**src/rtl/useq_pkg.sv**
```systemverilog
package useq_pkg;

    localparam int OPC_W  = 8;
    localparam int PH_W   = 4;
    localparam int CC_W   = 4;
    localparam int CTRL_W = 8;
    localparam int DST_N  = 4;
    localparam int DSEL_W = $clog2(DST_N);
    localparam int ADDR_W = OPC_W + PH_W + CC_W;

    localparam logic [PH_W-1:0] PH_LAST = '1;

    typedef struct packed {
        logic [CTRL_W-1:0] ctrl;
        logic [CC_W-1:0]   cc_ld;
        logic              eoi;
        logic              dst_vld;
        logic [DSEL_W-1:0] dst_sel;
    } uword_t;

    localparam int UW_W = $bits(uword_t);

    typedef struct packed {
        logic [OPC_W-1:0] opc;
        logic [PH_W-1:0]  ph;
        logic [CC_W-1:0]  cc;
    } uaddr_t;

    function automatic logic [DST_N-1:0] sel_to_hot(input logic vld,
                                                     input logic [DSEL_W-1:0] sel);
        logic [DST_N-1:0] h;
        h = '0;
        if (vld) h[sel] = 1'b1;
        return h;
    endfunction

endpackage

```
**src/rtl/useq_addr_gen.sv**
```systemverilog
module useq_addr_gen
    import useq_pkg::*;
(
    input  logic [OPC_W-1:0]  opcode,
    input  logic [PH_W-1:0]   phase,
    input  logic [CC_W-1:0]   ccr,
    output logic [ADDR_W-1:0] addr
);
    uaddr_t a;

    always_comb begin
        a.opc = opcode;
        a.ph  = phase;
        a.cc  = ccr;
    end

    assign addr = a;
endmodule

```
**src/rtl/useq_step_ctl.sv**
```systemverilog
module useq_step_ctl
    import useq_pkg::*;
(
    input  logic             clk,
    input  logic             rst,
    input  logic             eoi,
    input  logic [OPC_W-1:0] op_in,
    output logic [PH_W-1:0]  phase,
    output logic [OPC_W-1:0] opcode,
    output logic             restart
);
    // An instruction ends on its own mark or when the phase space runs out.
    assign restart = eoi || (phase == PH_LAST);

    always_ff @(posedge clk) begin
        if (rst) begin
            phase  <= '0;
            opcode <= '0;
        end else if (restart) begin
            phase  <= '0;
            opcode <= op_in;
        end else begin
            phase  <= phase + 1'b1;
        end
    end
endmodule

```
**src/rtl/useq_cc_reg.sv**
```systemverilog
module useq_cc_reg
    import useq_pkg::*;
(
    input  logic            clk,
    input  logic            rst,
    input  logic [CC_W-1:0] ld_mask,
    input  logic [CC_W-1:0] flag_in,
    output logic [CC_W-1:0] ccr
);
    for (genvar i = 0; i < CC_W; i++) begin : g_bit
        logic q;
        always_ff @(posedge clk) begin
            if (rst)             q <= 1'b0;
            else if (ld_mask[i]) q <= flag_in[i];
        end
        assign ccr[i] = q;
    end
endmodule

```
**src/rtl/useq_dst_dec.sv**
```systemverilog
module useq_dst_dec
    import useq_pkg::*;
(
    input  logic              vld,
    input  logic [DSEL_W-1:0] sel,
    output logic [DST_N-1:0]  hot
);
    for (genvar i = 0; i < DST_N; i++) begin : g_line
        assign hot[i] = vld && (sel == DSEL_W'(i));
    end
endmodule

```
**src/rtl/useq_core.sv**
```systemverilog
module useq_core
    import useq_pkg::*;
(
    input  logic              clk,
    input  logic              rst,
    input  logic [OPC_W-1:0]  op_in,
    input  logic [CC_W-1:0]   flag_in,
    input  logic [UW_W-1:0]   urom_word,
    output logic [ADDR_W-1:0] urom_addr,
    output logic [PH_W-1:0]   phase,
    output logic [OPC_W-1:0]  opcode,
    output logic [CC_W-1:0]   ccr,
    output logic [DST_N-1:0]  dst_en,
    output logic [CTRL_W-1:0] ctrl,
    output logic              instr_done
);
    uword_t           w;
    logic             restart;
    logic [DST_N-1:0] hot;

    assign w = uword_t'(urom_word);

    useq_addr_gen u_addr (
        .opcode (opcode),
        .phase  (phase),
        .ccr    (ccr),
        .addr   (urom_addr)
    );

    useq_step_ctl u_step (
        .clk     (clk),
        .rst     (rst),
        .eoi     (w.eoi),
        .op_in   (op_in),
        .phase   (phase),
        .opcode  (opcode),
        .restart (restart)
    );

    useq_cc_reg u_cc (
        .clk     (clk),
        .rst     (rst),
        .ld_mask (w.cc_ld),
        .flag_in (flag_in),
        .ccr     (ccr)
    );

    useq_dst_dec u_dec (
        .vld (w.dst_vld),
        .sel (w.dst_sel),
        .hot (hot)
    );

    always_ff @(posedge clk) begin
        if (rst) begin
            dst_en     <= '0;
            ctrl       <= '0;
            instr_done <= 1'b0;
        end else begin
            dst_en     <= hot;
            ctrl       <= w.ctrl;
            instr_done <= restart;
        end
    end
endmodule

```
**config.mk**
```make
export PLATFORM = sky130hd
export DESIGN_NAME = useq_core
export DESIGN_NICKNAME = d
export VERILOG_FILES = /design/src/rtl/useq_pkg.sv /design/src/rtl/useq_addr_gen.sv /design/src/rtl/useq_step_ctl.sv /design/src/rtl/useq_cc_reg.sv /design/src/rtl/useq_dst_dec.sv /design/src/rtl/useq_core.sv
export SDC_FILE = /design/constraint.sdc
export NUM_CORES = 1
export LEC_CHECK = 0
export ABC_AREA = 1
export CORE_MARGIN = 2
export CORE_UTILIZATION = 30
export DETAILED_ROUTE_END_ITERATION = 12
export DONT_BUFFER_PORTS = 1
export GPL_TIMING_DRIVEN = 0
export SLEW_MARGIN = 40
export SYNTH_ARGS = -nofsm -noshare
export SYNTH_HDL_FRONTEND = slang
export SYNTH_SLANG_ARGS = --single-unit
```
**constraint.sdc**
```tcl
create_clock -name clk -period 2.4 [get_ports clk]
set_clock_uncertainty 0.05 [all_clocks]
set_input_delay 0.24 -clock clk [delete_from_list [all_inputs] [get_ports clk]]
set_output_delay 0.24 -clock clk [all_outputs]
set_load 0.01 [all_outputs]
```
Word level (Yosys, flattened, before mapping). Cells that the tools add are included.

Reductions and logical operators: 7. Add/subtract/negate cells: 1. Eq/ne operators: 4.

Operators with widths (count): adder 4 x 1 -> 4 bit (second input constant) (1); equality test 2 bit (second input constant) (2); equality test 4 bit (second input constant) (1); logical AND 1 bit (4); equality test 2 x 1 -> 1 bit (second input constant) (1); logical NOT 2 bit (1); OR reduction 2 bit (1); logical OR 1 bit (1).

Bits of input ports: 30. Output and inout bits: 45. Register bits after elaboration: 29. Word-level logic and storage cells: 21.

Logic depth before layout (Yosys ltp).
Depth after elaboration: 3. Depth in mapped cells: 5. Gate-level depth less buffers: 5.

Cells and area by module. From an unflattened synthesis, not the netlist that was laid out.

Cell total of the unflattened synthesis: 163. Area total of the unflattened synthesis: 1246.2 um^2.

By module, submodules not included: useq_step_ctl (cells an instance 70, times used 1, area an instance 528.0 um^2); useq_core (cells an instance 40, times used 1, area an instance 369.1 um^2); useq_cc_reg (cells an instance 29, times used 1, area an instance 198.9 um^2); useq_addr_gen (cells an instance 16, times used 1, area an instance 120.1 um^2); useq_dst_dec (cells an instance 8, times used 1, area an instance 30.0 um^2).

Least setup slack after synthesis. No wires, ideal clock.

Path kind: reg2reg. Start point: register u_step.phase[0]. End point: register u_step.phase[0]. Cell stages (with the launch flop): 6. Path buffers: 1. Clock period less this slack: 1.186 ns. Arrival: 1.013 ns. Path slack: 1.214 ns. Library setup time: 0.123 ns. Path through: dfxtp_1 -> ha_1 -> nand3_2 -> buf_6 -> nand3_2 -> nor2_1.

Cells in the longest elaborated chain, start to end: 3. Elaborated cells between the ends (all ways): 4. Classes of those cells: 1 x add/sub; 1 x eq/ne; 2 x reduce/logical.

RTL lines: start: declaration (RTL line useq_step_ctl.sv:8) `output logic [PH_W-1:0] phase,`; start signal: assignment (RTL line useq_step_ctl.sv:23) `phase <= phase + 1'b1;`; branches (longest 3 deep; another with adder 4 x 1 -> 4 bit).

Parallel ways; which one is timed is not known. A chain may end at the register's enable or synchronous reset.

Worst setup path after layout. Ends and elaborated chain as after synthesis.

==> impl_metrics.csv <==
group,metric,value,unit
run_status,status,"complete, no violations",
setup_path,worstSetupPathType,"reg -> reg",
routing,vias,851,
sta,holdWs,0.01086,ns
cts,cts_setup_buffers,0,
min_path,worstHoldEndpoint,"u_cc.g_bit[3].q$_SDFFE_PP0P_",
logic_synthesis,synthesis.area,1142,um^2
logic_synthesis,synth_top_area_cell,"dfxtp_1",
final_layout,nNetsFinal,174,
floorplanning,core_area,3661,um^2
power,vdd_drop_max,0.2629,mV
cts,htree_levels,2,
cts,cts_tree,"done",
min_path,hold_path_class,"in -> reg",
setup_path,cpPeakStageDelay,0.48,ns
logic_synthesis,yosysTopAreaCellShare,50.82,%
sta,slew_headroom,78.78,%
global_routing,grt_pass1_wl,3719,um
setup_path,worstPathRequired,2.50,ns
logic_synthesis,synthCells,132,
final_layout,layout-drive-gt1-share,25.17,%
logic_synthesis,synth_nets,163,
sta,hold_viol,0,
setup_path,critical_path_arrival,1.42,ns
power,power.leakage,0.6509,nW
setup_path,cp_slowest_cell,"dfxtp_1",
sta,tightest_slew,0.3178,ns
cts,cts_buffers,5,
floorplanning,dieArea,4317,um^2
setup_path,end_kind,"flop",
floorplanning,num_rows,22,
cts,path_clk_slew,0.06,ns
final_layout,area_delta_synth_final,16.32,%
power,p_per_area,761.1,nW/um^2
logic_synthesis,yosysWarnings,0,
setup_path,critPathMaxFanout,10,
setup_path,r2r-end,"u_step.phase[0]$_SDFF_PP0_",
logic_synthesis,syn_avg_cell_area,8.654,um^2
logic_synthesis,yosysSeqAreaShare,50.82,%
global_routing,grt_pass1_vias,839,
sta,slew_viol_final,0,
setup_path,cp_common_cell,"nand3_2",
routing,drt-initial-drc-count,13,
cts,clk_latency,0.27,ns
cts,cts.sinks,29,
flow_run,timing.max_cap.violations,0,
global_routing,gr-total-overflow,0,
logic_synthesis,synthTopCellsByArea,"dfxtp_1 51%, buf_4 14%, inv_1 5.6%, nand4_1 4.9%, nand3_1 3.9%",
floorplanning,fp.dieH,65.71,um
cts,cts_resized,0,
place,io_buffers,0,
min_path,hp-start,"urom_word[7]",
global_routing,antenna_found_initial,0,
sta,tns,0,ns
logic_synthesis,synth_cell_types,18,
routing,viasPerCell,4.455,
sta,fin_crit_sh,55.18,%
routing,wl_per_cell,12.81,um
setup_path,critical-path-top-delay-family,"flip-flops",
setup_path,worstPathCellList,"ha_1 -> nand3_2 -> buf_6 -> nand3_2 -> nor2_1",
sta,timing.fmax,755.1,MHz
final_layout,n_antenna_cell,0,
min_path,whs_path_depth,1,
floorplanning,die_w,65.71,um
setup_path,regToRegStartpoint,"u_step.phase[0]$_SDFF_PP0_",
setup_path,r2r_cells,5,
floorplanning,ios,75,
final_layout,n_fill_cell,381,
routing,drtAntennaViolNets,0,
final_layout,final_cells,191,
setup_path,r2r_setup_slack,1.08,ns
place,dp.cells,180,
floorplanning,initial_core_util,31.20,%
sta,post-route-min-period,1.324,ns
routing,drc,0,
logic_synthesis,ys_ff_latch,29,
sta,finalSetupViolations,0,
sta,rsz0062_at_grt,"false",
power,finalPower,1.011,mW
place,routabilityCongestion,0.6635,
place,dpl.hpwl,1864,um
setup_path,cp-start-kind,"flop",
routing,first_pass_iters,4,
cts,cts_hold_buf,4,
cts,cts-root-buf,"clkbuf_8",
routing,routed_wl,2446,um
cts,cts_buffer_depth,2,
global_routing,grt_max_degree,11,
setup_path,path_buf_inv,1,
global_routing,grt_use_total,11.68,%
## metal layers
metal,wire length [um],vias up,global-route usage (%)
met3,171,2,4.452
met2,1317,41,21.21
met4,30,0,6.250
met5,0,-,0
li1,-,417,-
met1,926,391,11.25
## cell usage in the layout, fill, tap and decap left out, types with 6 or more instances in the layout
cell,netlist,layout
dfxtp_1,29,29
buf_4,22,22
inv_1,17,17
nor2_1,12,12
nand2_1,12,12
nand3_1,9,9
nand4_1,9,9
clkbuf_8,0,6
## logic make-up (layout without fill, tap and decap cells)
logic type	after synthesis	in the layout	synth area share, %
XOR/XNOR	1	1	0.7668
AND/OR/NAND/NOR	49	49	20.81
flip-flops	29	29	50.82
AO/OA/AOI/OAI	9	9	4.272
buffers and inverters	43	54	22.23
adder cells (fa/ha/maj)	1	1	1.095
## cell usage after synthesis
library cell	n
xnor2_1	1
nand2_1	12
o21ai_1	4
nand3_1	9
a21oi_2	1
buf_2	2
a21oi_1	4
nand3_2	2
nand2_2	1
ha_1	1
inv_2	1
inv_1	17
dfxtp_1	29
nor2_1	12
nor3_1	4
nand4_1	9
buf_4	22
buf_6	1
## report_power, final
group / internal [mW] / switching (mW)
Clock: 0.227 / 0.164
Combinational: 0.0431 / 0.0442
Sequential: 0.506 / 0.0268
Total: 0.776 / 0.235
## worst max-delay path by stage
stage | startpoint | end | slack, ns | cells after the start
after detailed placement | u_step.phase[0]$_SDFF_PP0_ | u_step.opcode[0]$_SDFFE_PP0P_ | 1.08 | 5
after floorplan | u_step.phase[0]$_SDFF_PP0_ | u_step.phase[0]$_SDFF_PP0_ | 1.21 | 5
after global placement | u_step.phase[0]$_SDFF_PP0_ | u_step.phase[0]$_SDFF_PP0_ | 1.14 | 5
final | u_step.phase[0]$_SDFF_PP0_ | u_step.phase[0]$_SDFF_PP0_ | 1.08 | 5
after global routing | u_step.phase[0]$_SDFF_PP0_ | u_step.phase[0]$_SDFF_PP0_ | 1.00 | 5
after CTS | u_step.phase[0]$_SDFF_PP0_ | u_step.opcode[0]$_SDFFE_PP0P_ | 1.07 | 5
## state kept, by name, indices dropped and copies added (netlist names)
register and count:
u_step.phase 4, u_cc.g_bit.q 4, ctrl 8, instr_done 1
u_step.opcode 8, dst_en 4
## worst register-to-register path, cell delays in order, from the launching register on
cell,delay (ns)
dfxtp_1,0.48
ha_1,0.26
nand3_2,0.11
buf_6,0.17
nand3_2,0.09
nor2_1,0.04
## final cells by class
type                            count  area (um^2)  share of cell area [%]
Clock buffer                        7        86.33                   6.497
Buffer                             25        186.4                   14.03
Sequential cell                    29        580.6                   43.69
Multi-Input combinational cell     60        307.8                   23.16
Timing Repair Buffer                4        40.04                   3.013
Inverter                           18        67.56                   5.085
Tap cell                           48        60.06                   4.520
## metrics by stage
stage,setup slack [ns],utilization [%],cell area [um^2]
5_1_grt,1.002,36.30,1329
3_3_place_gp,1.138,32.84,1202
2_1_floorplan,1.214,-,1142
4_1_cts,1.070,36.30,1329
3_5_place_dp,1.078,32.84,1202
6_report,1.076,36.30,1329
(Power assumes the default switching activity.)
